$ cat config.mk
export PLATFORM = sky130hd
export DESIGN_NAME = serial_audio_rx
export DESIGN_NICKNAME = d
export VERILOG_FILES = /design/src/rtl/sar_pkg.sv /design/src/rtl/sar_frame_ctrl.sv /design/src/rtl/sar_lane.sv /design/src/rtl/serial_audio_rx.sv
export SDC_FILE = /design/constraint.sdc
export NUM_CORES = 1
export LEC_CHECK = 0
export BUFFER_PORTS_ARGS = -buffer_cell sky130_fd_sc_hd__buf_2
export CORE_MARGIN = 1
export CORE_UTILIZATION = 45
export DETAILED_ROUTE_END_ITERATION = 6
export GPL_TIMING_DRIVEN = 0
export PLACE_DENSITY = 0.73
export RECOVER_POWER = 100
export SYNTH_ARGS = -nofsm -noshare
export SYNTH_HDL_FRONTEND = slang
export SYNTH_SLANG_ARGS = --single-unit
$ cat constraint.sdc
create_clock -name clk -period 2.5 [get_ports clk]
set_input_delay 0.5 -clock clk [delete_from_list [all_inputs] [get_ports clk]]
set_output_delay 0.5 -clock clk [all_outputs]
set_load 0.03 [all_outputs]
$ cat src/rtl/sar_pkg.sv
package sar_pkg;

    typedef enum logic [1:0] {
        ST_PRIME,
        ST_HUNT,
        ST_FILL,
        ST_DRAIN
    } sar_state_e;

    typedef struct packed {
        logic lsb_just;
        logic pcm;
    } sar_mode_t;

endpackage

$ cat src/rtl/sar_frame_ctrl.sv
module sar_frame_ctrl
    import sar_pkg::*;
#(
    parameter int WORD_MAX   = 20,
    parameter int CODED_BITS = 16,
    localparam int PW = $clog2(WORD_MAX + 1)
) (
    input  logic          clk,
    input  logic          rst_n,
    input  logic          ws,
    input  sar_mode_t     cfg,
    output logic          restart,
    output logic          emit,
    output logic          bit_wr,
    output logic [PW-1:0] bit_pos,
    output sar_mode_t     act_mode,
    output logic          right_tag
);

    localparam logic [PW-1:0] LAST_PCM   = PW'(WORD_MAX - 1);
    localparam logic [PW-1:0] LAST_CODED = PW'(CODED_BITS - 1);

    sar_state_e    state, state_nx;
    logic          ws_q;
    logic          ws_edge;
    logic [PW-1:0] cnt;
    logic [PW-1:0] last_pos;

    assign ws_edge  = (ws != ws_q);
    assign last_pos = act_mode.pcm ? LAST_PCM : LAST_CODED;

    // state register
    always_ff @(posedge clk or negedge rst_n) begin
        if (!rst_n) state <= ST_PRIME;
        else        state <= state_nx;
    end

    // transitions
    always_comb begin
        state_nx = state;
        unique case (state)
            ST_PRIME: state_nx = ST_HUNT;
            ST_HUNT:  if (ws_edge) state_nx = ST_FILL;
            ST_FILL: begin
                if (ws_edge)
                    state_nx = ST_FILL;
                else if (!act_mode.lsb_just && (cnt == last_pos))
                    state_nx = ST_DRAIN;
            end
            ST_DRAIN: if (ws_edge) state_nx = ST_FILL;
            default:  state_nx = ST_PRIME;
        endcase
    end

    // outputs
    always_comb begin
        restart = 1'b0;
        emit    = 1'b0;
        bit_wr  = 1'b0;
        unique case (state)
            ST_PRIME: ;
            ST_HUNT:  restart = ws_edge;
            ST_FILL: begin
                restart = ws_edge;
                emit    = ws_edge;
                bit_wr  = !act_mode.lsb_just;
            end
            ST_DRAIN: begin
                restart = ws_edge;
                emit    = ws_edge;
            end
            default: ;
        endcase
    end

    assign bit_pos   = cnt;
    assign right_tag = ws_q;

    always_ff @(posedge clk or negedge rst_n) begin
        if (!rst_n) begin
            ws_q     <= 1'b0;
            cnt      <= '0;
            act_mode <= '0;
        end else begin
            ws_q <= ws;
            if (restart) begin
                cnt      <= '0;
                act_mode <= cfg;
            end else if (bit_wr) begin
                cnt <= cnt + 1'b1;
            end
        end
    end

endmodule

$ cat src/rtl/sar_lane.sv
module sar_lane #(
    parameter int WORD_MAX   = 20,
    parameter int CODED_BITS = 16,
    localparam int PW = $clog2(WORD_MAX + 1)
) (
    input  logic                clk,
    input  logic                rst_n,
    input  logic                sd,
    input  logic                restart,
    input  logic                bit_wr,
    input  logic [PW-1:0]       bit_pos,
    input  logic                act_lsb,
    input  logic                act_pcm,
    input  logic                new_lsb,
    output logic [WORD_MAX-1:0] word_fin
);

    logic [WORD_MAX-1:0] acc;
    logic [WORD_MAX-1:0] ins;
    logic [WORD_MAX-1:0] rj_word;
    logic [WORD_MAX-1:0] rj_coded;
    logic [PW-1:0]       idx;

    assign idx = PW'(WORD_MAX - 1) - bit_pos;
    assign ins = acc | (WORD_MAX'(sd) << idx);

    generate
        if (WORD_MAX > CODED_BITS) begin : g_pad
            assign rj_coded = {acc[CODED_BITS-1:0], {(WORD_MAX - CODED_BITS){1'b0}}};
        end else begin : g_nopad
            assign rj_coded = acc;
        end
    endgenerate

    assign rj_word  = act_pcm ? acc : rj_coded;
    assign word_fin = act_lsb ? rj_word : (bit_wr ? ins : acc);

    always_ff @(posedge clk or negedge rst_n) begin
        if (!rst_n) begin
            acc <= '0;
        end else if (restart) begin
            acc <= new_lsb ? WORD_MAX'(sd) : '0;
        end else if (act_lsb) begin
            acc <= {acc[WORD_MAX-2:0], sd};
        end else if (bit_wr) begin
            acc <= ins;
        end
    end

endmodule

$ cat src/rtl/serial_audio_rx.sv
module serial_audio_rx
    import sar_pkg::*;
#(
    parameter int LANES      = 2,
    parameter int WORD_MAX   = 20,
    parameter int CODED_BITS = 16
) (
    input  logic                      clk,
    input  logic                      rst_n,
    input  logic                      cfg_lsb_just,
    input  logic                      cfg_pcm,
    input  logic                      ws,
    input  logic [LANES-1:0]          sd,
    output logic [LANES-1:0]          out_valid,
    output logic                      out_right,
    output logic [LANES*WORD_MAX-1:0] out_word
);

    localparam int PW = $clog2(WORD_MAX + 1);

    sar_mode_t           cfg;
    sar_mode_t           act_mode;
    logic                restart, emit, bit_wr, right_tag;
    logic                act_pcm;
    logic [PW-1:0]       bit_pos;
    logic [WORD_MAX-1:0] fin [LANES];

    assign cfg.lsb_just = cfg_lsb_just;
    assign cfg.pcm      = cfg_pcm;
    assign act_pcm      = act_mode.pcm;

    sar_frame_ctrl #(
        .WORD_MAX   (WORD_MAX),
        .CODED_BITS (CODED_BITS)
    ) u_ctrl (
        .clk       (clk),
        .rst_n     (rst_n),
        .ws        (ws),
        .cfg       (cfg),
        .restart   (restart),
        .emit      (emit),
        .bit_wr    (bit_wr),
        .bit_pos   (bit_pos),
        .act_mode  (act_mode),
        .right_tag (right_tag)
    );

    generate
        for (genvar g = 0; g < LANES; g++) begin : g_lane
            sar_lane #(
                .WORD_MAX   (WORD_MAX),
                .CODED_BITS (CODED_BITS)
            ) u_lane (
                .clk      (clk),
                .rst_n    (rst_n),
                .sd       (sd[g]),
                .restart  (restart),
                .bit_wr   (bit_wr),
                .bit_pos  (bit_pos),
                .act_lsb  (act_mode.lsb_just),
                .act_pcm  (act_mode.pcm),
                .new_lsb  (cfg_lsb_just),
                .word_fin (fin[g])
            );
        end
    endgenerate

    always_ff @(posedge clk or negedge rst_n) begin
        if (!rst_n) begin
            out_valid <= '0;
            out_right <= 1'b0;
            out_word  <= '0;
        end else begin
            out_valid <= emit ? '1 : '0;
            if (emit) begin
                out_right <= right_tag;
                for (int i = 0; i < LANES; i++)
                    out_word[i*WORD_MAX +: WORD_MAX] <= fin[i];
            end
        end
    end

endmodule

==> flow_summary.ini, run 1 <==
[outcome]
status = finished clean

[clocking]
cts_resized = 0
cts_buffers = 9
longest_clk_path_bufs = 2
quantity_of_hold_fixing_buffers_added_after_cts = 0
clk_transition_reported_paths_ns = 0.10
ctsHtreeMaxLevel = 3
cts_post_setup_buffers_inserted = 0
clock_latency_ns = 0.37
numClockSinks = 92
cts_tree = yes
cts-root-buf = clkbuf_8

[yosys]
synth_area_mm2 = 0.00471
ys_types = 48
asyncSetResetFlopFracSynth = 1.00
yosys_warnings = 0
synthCells = 466
flops_latches_synth = 92
synth_top_flop_cell = dfrtp_1
syn_nets = 476
post_synth.cell_area_avg_um2 = 10.1
seq_area_frac_synth = 0.489
synth_edf_count = 0

[route]
post_drt_via_cell_ratio = 5.88
antenna_left = 0
detailed_route_wire_length_per_cell_um = 18.4
post-route-drc-count = 0
route.final.wire_length_um = 12200
detailroute.via_count = 3908
drt_pre_antenna_iters = 5
drt_iter0_markers = 312

[placement]
place_area_mm2 = 0.00515
post-place-ws_ns = 0.258
gp_congestion = 0.889
portBuffers = 49
dpl.hpwl_um = 8810

[timing]
setup_viol = 0
final.period_utilization = 0.927
fmax_mhz = 432
crit_path_setup_slack_layout_ns = 0.183
maxSlewViolCount = 0
finalCriticalPeriod_ns = 2.32
rsz0062_at_grt = false
post_route_skew_ns = 0.0147
worst_tran_pin_value_ns = 1.10
max-slew-margin-rel = 0.265
timing.final.hold_violations = 0
setup-tns-final_ns = 0

[critical_path]
critical_path.max_fanout = 10
worstSetupStartpointType = flip-flop
crit-reg2reg-launch = u_ctrl.bit_pos[2]
reg2regPathDepth = 8
path_class = reg -> reg
cp-startpoint = u_ctrl.bit_pos[2]
crit_path_end = out_word[19]
crit_path_end_kind = flip-flop
worstPathRequired_ns = 2.73
timing.rr.end = out_word[19]
register_to_register_setup_slack_ns = 0.18
arrival_ns = 2.55

[die]
die-width_um = 104
coreArea_mm2 = 0.00995
io_pins = 50
fp.dieArea_mm2 = 0.0109
initial_core_util = 0.473
chipHeight_um = 104
fp-row-count = 36

[power]
combPwrFrac = 0.444
leakage_power_summed_over_all_cells_uw = 0.00219
power_per_cell_area_mw_per_mm2 = 1150
vdd_drop_max_v = 0.000504
power.clock.fraction = 0.149
p_sw_uw = 2780
share_seq_of_total_power = 0.407
fin_total_pwr_uw = 5990
sw_frac_of_total = 0.464
power_report.internal_total_uw = 3210

[global_routing]
vias_in_the_first_global_route = 3848
grt_start_max_net_pins = 50
grt-ovfl-total = 0
antenna_found_initial = 0
grt_util_all_layers = 0.239
first_pass_grt_wire_length_um = 20200

[worst_hold_path]
hold_class = in -> reg

[cells_and_area]
n_antenna_cell = 0
layout-area-overhead-vs-synth_pct = 10.4
nets_final = 537
layout-drive-gt1-share = 0.175
layout.cell_area.non_filler_mm2 = 0.00519
fin_util = 0.522

[run]
max_cap_viol_count = 0
## synthesized netlist by cell type, types with 3 or more instances
cell type  number  area (um^2)
a211oi_1       17          128
a211oi_2        7         87.6
a21oi_1         8         40.0
a21oi_2         4         35.0
a311oi_1        9         78.8
a311oi_2        3         45.0
a31oi_1         5         31.3
and2_1          4         25.0
and3_1          5         31.3
buf_2           6         30.0
buf_6           3         33.8
clkbuf_1       21         78.8
clkbuf_8        5         68.8
dfrtp_1        92         2300
ha_1            3         37.5
inv_1           7         26.3
mux2_2         33          372
nand2_1        45          169
nor2_1         46          173
nor3_1         25          125
nor3_2          7         70.1
o21ai_0        59          295
o21ai_1         9         45.0
o22ai_1         3         18.8
o31ai_1         5         37.5
xnor2_1         4         35.0
## worst max-delay path, cell delays in order, from the launching register on
cell and delay (ns):
dfrtp_1 0.41, buf_4 0.19, inv_1 0.09, ha_1 0.22, xnor2_1 0.39, nor2b_1 0.08, buf_2 0.20, a211oi_1 0.43
o21ai_0 0.17
## sequential cells by signal, indices dropped and copies added (netlist names)
register and flops:
out_right 1, u_ctrl.right_tag 1, g_lane.u_lane.acc 40, out_valid 1, u_ctrl.bit_pos 5, u_ctrl.act_mode 2, u_ctrl.state 2, out_word 40
## metal layers
| metal | wire length (um) | share of wire | up-vias | global-route usage |
|---|---|---|---|---|
| li1 | - | - | 1788 | - |
| met1 | 5610 | 0.46 | 1939 | 0.336 |
| met2 | 5610 | 0.46 | 153 | 0.361 |
| met3 | 702 | 0.057 | 28 | 0.0451 |
| met4 | 325 | 0.027 | 0 | 0.0980 |
| met5 | 0 | 0 | - | 0 |
## cell type report
| type | count | area (um^2) |
|---|---|---|
| fillers | 926 | 4760 |
| flip-flops and latches | 92 | 2300 |
| multi-input cells | 327 | 2090 |
| plain buffers | 39 | 243 |
| repair buffers | 50 | 195 |
| well taps | 133 | 166 |
| clock buffers | 9 | 124 |
| clock inverters | 7 | 43.8 |
| inverters | 8 | 30.0 |
## how the worst min path moves through the flow
stage | to | depth (start not counted) | from
2_1_floorplan | g_lane[0].u_lane.acc[0] | 0 | rst_n
3_3_place_gp | out_word[35] | 2 | out_word[35]
3_5_place_dp | out_word[6] | 2 | out_word[6]
4_1_cts | g_lane[1].u_lane.acc[4] | 1 | rst_n
5_1_grt | u_ctrl.right_tag | 1 | ws
6_report | u_ctrl.right_tag | 1 | ws
## power by group through the flow
stage	sequential, uW	combinational (uW)	clock (uW)
after global placement	2430	2710	0
after floorplan	2970	1390	0
final	2440	2660	893
after CTS	2430	2780	903
after detailed placement	2450	2770	0
after global routing	2510	2890	965
## kinds of logic (layout without fill, tap and decap cells)
family,after synthesis,after routing,synth area share
compound gates,131,131,0.182
flops,92,92,0.489
fa+ha+maj,3,3,0.00798
mux,35,35,0.0832
simple gates,152,152,0.166
xor+xnor,6,6,0.0112
buf+inv,47,113,0.0604
## placed cells by master (no fill, tap or decap), drive strengths merged, types with 3 or more instances in the layout
cell type,Yosys,routed
dfrtp,92,92
clkbuf,27,82
o21ai,68,68
nor2,46,46
nand2,45,45
mux2,33,33
nor3,32,32
a211oi,24,24
buf,12,16
a21oi,12,12
a311oi,12,12
inv,8,8
and2,6,6
and3,5,5
o31ai,5,5
a31oi,5,5
clkinv,0,5
xnor2,4,4
o22ai,3,3
ha,3,3
nor3b,3,3
## stage by stage
step | cells | hold WS [ns]
floorplan | 466 | 0.204
global placement | 648 | 0.465
detailed placement | 649 | 0.469
CTS | 665 | 0.132
global route | 665 | 0.298
finish | 665 | 0.296
Note: power is estimated with default switching activity, not from simulation.
==> run 2, diff against run 1 <==
- BUFFER_PORTS_ARGS: -buffer_cell sky130_fd_sc_hd__buf_2 -> -buffer_cell sky130_fd_sc_hd__buf_4
==> run 2 against run 1 <==
Clock power up 32%; power up 4.8%; via count down 0.15%; fmax down 0.79%; largest power group unchanged; the run now ends with max-capacitance violations, max-slew violations left; clock skew down 0.0015 ns; first-iteration DRC count down 7.7%; sequential power about the same; hold slack worse by 0.015 ns.
==> flow_summary.ini, run 2 (same netlist as run 1, synthesis figures left out) <==
[clocking]
longest_clk_path_bufs = 2
clk_transition_reported_paths_ns = 0.10
cts_tree = yes
cts_post_setup_buffers_inserted = 0
ctsHtreeMaxLevel = 3
cts_buffers = 9
quantity_of_hold_fixing_buffers_added_after_cts = 0
clock_latency_ns = 0.38
cts_resized = 0
numClockSinks = 92
cts-root-buf = clkbuf_8

[route]
route.final.wire_length_um = 12300
detailroute.via_count = 3902
detailed_route_wire_length_per_cell_um = 18.6
post_drt_via_cell_ratio = 5.88
drt_pre_antenna_iters = 5
post-route-drc-count = 0
drt_iter0_markers = 288
antenna_left = 0

[outcome]
violations = max-capacitance violations, max-slew violations
status = finished with violations

[power]
power.clock.fraction = 0.188
leakage_power_summed_over_all_cells_uw = 0.00222
combPwrFrac = 0.424
fin_total_pwr_uw = 6280
sw_frac_of_total = 0.446
share_seq_of_total_power = 0.389
p_sw_uw = 2800
power_report.internal_total_uw = 3480
vdd_drop_max_v = 0.000549
power_per_cell_area_mw_per_mm2 = 1190

[timing]
setup-tns-final_ns = 0
timing.final.hold_violations = 0
worst_tran_pin_value_ns = 2.03
post_route_skew_ns = 0.0132
maxSlewViolCount = 93
finalCriticalPeriod_ns = 2.34
max-slew-margin-rel = -0.356
rsz0062_at_grt = false
fmax_mhz = 428
final.period_utilization = 0.934
setup_viol = 0

[placement]
dpl.hpwl_um = 8730
gp_congestion = 0.905
portBuffers = 49

[cells_and_area]
most_common_cell_after_layout_fill_and_taps_aside = dfrtp_1
commonest_non_fill_non_tap_cells_in_the_layout = dfrtp_1 (92), clkbuf_1 (67), o21ai_0 (67)
layout-drive-gt1-share = 0.171
nets_final = 536
n_antenna_cell = 0
layout-area-overhead-vs-synth_pct = 11.8

[critical_path]
timing.critical_path.slowest_cell_delay_ns = 0.41
path_class = reg -> reg
crit_path_top_delay_cell = dfrtp_1
critical_path.max_fanout = 10
worstPathRequired_ns = 2.75
timing.rr.end = out_word[35]
crit-reg2reg-launch = u_ctrl.bit_pos[2]
register_to_register_setup_slack_ns = 0.16
crit_path_end_kind = flip-flop
worstSetupStartpointType = flip-flop
cp_cell_sequence = buf_4 > inv_1 > ha_1 > xnor2_1 > and3_1 > buf_6 > buf_12 > a211oi_1 > o21ai_0
arrival_ns = 2.59
reg2regPathDepth = 9

[die]
initial_core_util = 0.473
io_pins = 50
die-width_um = 104
fp.dieArea_mm2 = 0.0109
fp-row-count = 36
coreArea_mm2 = 0.00995
chipHeight_um = 104

[global_routing]
first_pass_grt_wire_length_um = 20100
grt_util_all_layers = 0.238
grt_start_max_net_pins = 93
antenna_found_initial = 0
vias_in_the_first_global_route = 3785
grt-ovfl-total = 0

[worst_hold_path]
holdCritStartpoint = ws
hold_class = in -> reg
worstHoldEndpoint = u_ctrl.right_tag
whs_path_depth = 1

[run]
max_cap_viol_count = 1
[run 2: cell count changes in the layout (fill, tap and decap cells not counted)]
cell / delta
buf_2: -4
clkinvlp_4: -2
clkinv_2: -3
buf_4: +4
clkbuf_2: -1
bufinv_16: +2
inv_6: +1
a211oi_1: +1
a211oi_2: -1
clkbuf_8: +2
[run 2: per-stage QoR]
step	std cells	area, um^2	hold WS (ns)	util	worst slack (ns)
5_1_grt	664	5260	0.290	0.528	0.00675
4_1_cts	664	5470	0.248	0.550	0.229
6_report	664	5260	0.281	0.528	0.164
3_5_place_dp	648	5240	0.475	0.526	0.253
2_1_floorplan	466	4710	0.204	-	0.578
3_3_place_gp	648	5240	0.470	0.526	0.258
[run 2: how the worst max path moves through the flow]
stage	cells after the start	slack (ns)	endpoint	from
6_report	9	0.16	out_word[35]	u_ctrl.bit_pos[2]
5_1_grt	8	0.007	out_word[19]	u_ctrl.bit_pos[2]
4_1_cts	8	0.23	out_word[19]	u_ctrl.bit_pos[2]
3_5_place_dp	8	0.25	out_word[19]	u_ctrl.bit_pos[2]
3_3_place_gp	8	0.26	out_word[19]	u_ctrl.bit_pos[2]
2_1_floorplan	8	0.58	out_word[23]	u_ctrl.bit_pos[2]
[run 2: power by group through the flow]
stage	Clock, uW	Combinational, uW	Sequential, uW
4_1_cts	1180	2950	2450
5_1_grt	1240	2880	2510
2_1_floorplan	0	1390	2970
3_3_place_gp	0	2890	2450
6_report	1180	2660	2440
3_5_place_dp	0	2940	2480
[run 2: final cells by class]
cell class	count	area (um^2)
Buffer	39	243
Clock buffer	11	151
Clock inverter	5	82.6
Fill cell	920	4690
Inverter	8	30.0
Multi-Input combinational cell	327	2080
Sequential cell	92	2300
Tap cell	133	166
Timing Repair Buffer	49	200
[run 2: worst max-delay path, delay by kind of cell, from the launching register on]
family / cells / cell delay, ns
and+or+nand+nor: 1 / 0.25
DFF: 1 / 0.41
xor gates and xnor gates: 1 / 0.20
adders and majority gates: 1 / 0.21
buffers and inverters: 4 / 0.56
AOI/OAI and AO/OA: 2 / 0.56
[run 2: per-layer routing]
metal,track usage,share of wire,routed length (um)
met1,0.333,0.45,5610
met2,0.357,0.46,5650
met3,0.0526,0.066,819
met4,0.0990,0.021,265
met5,0,0,0
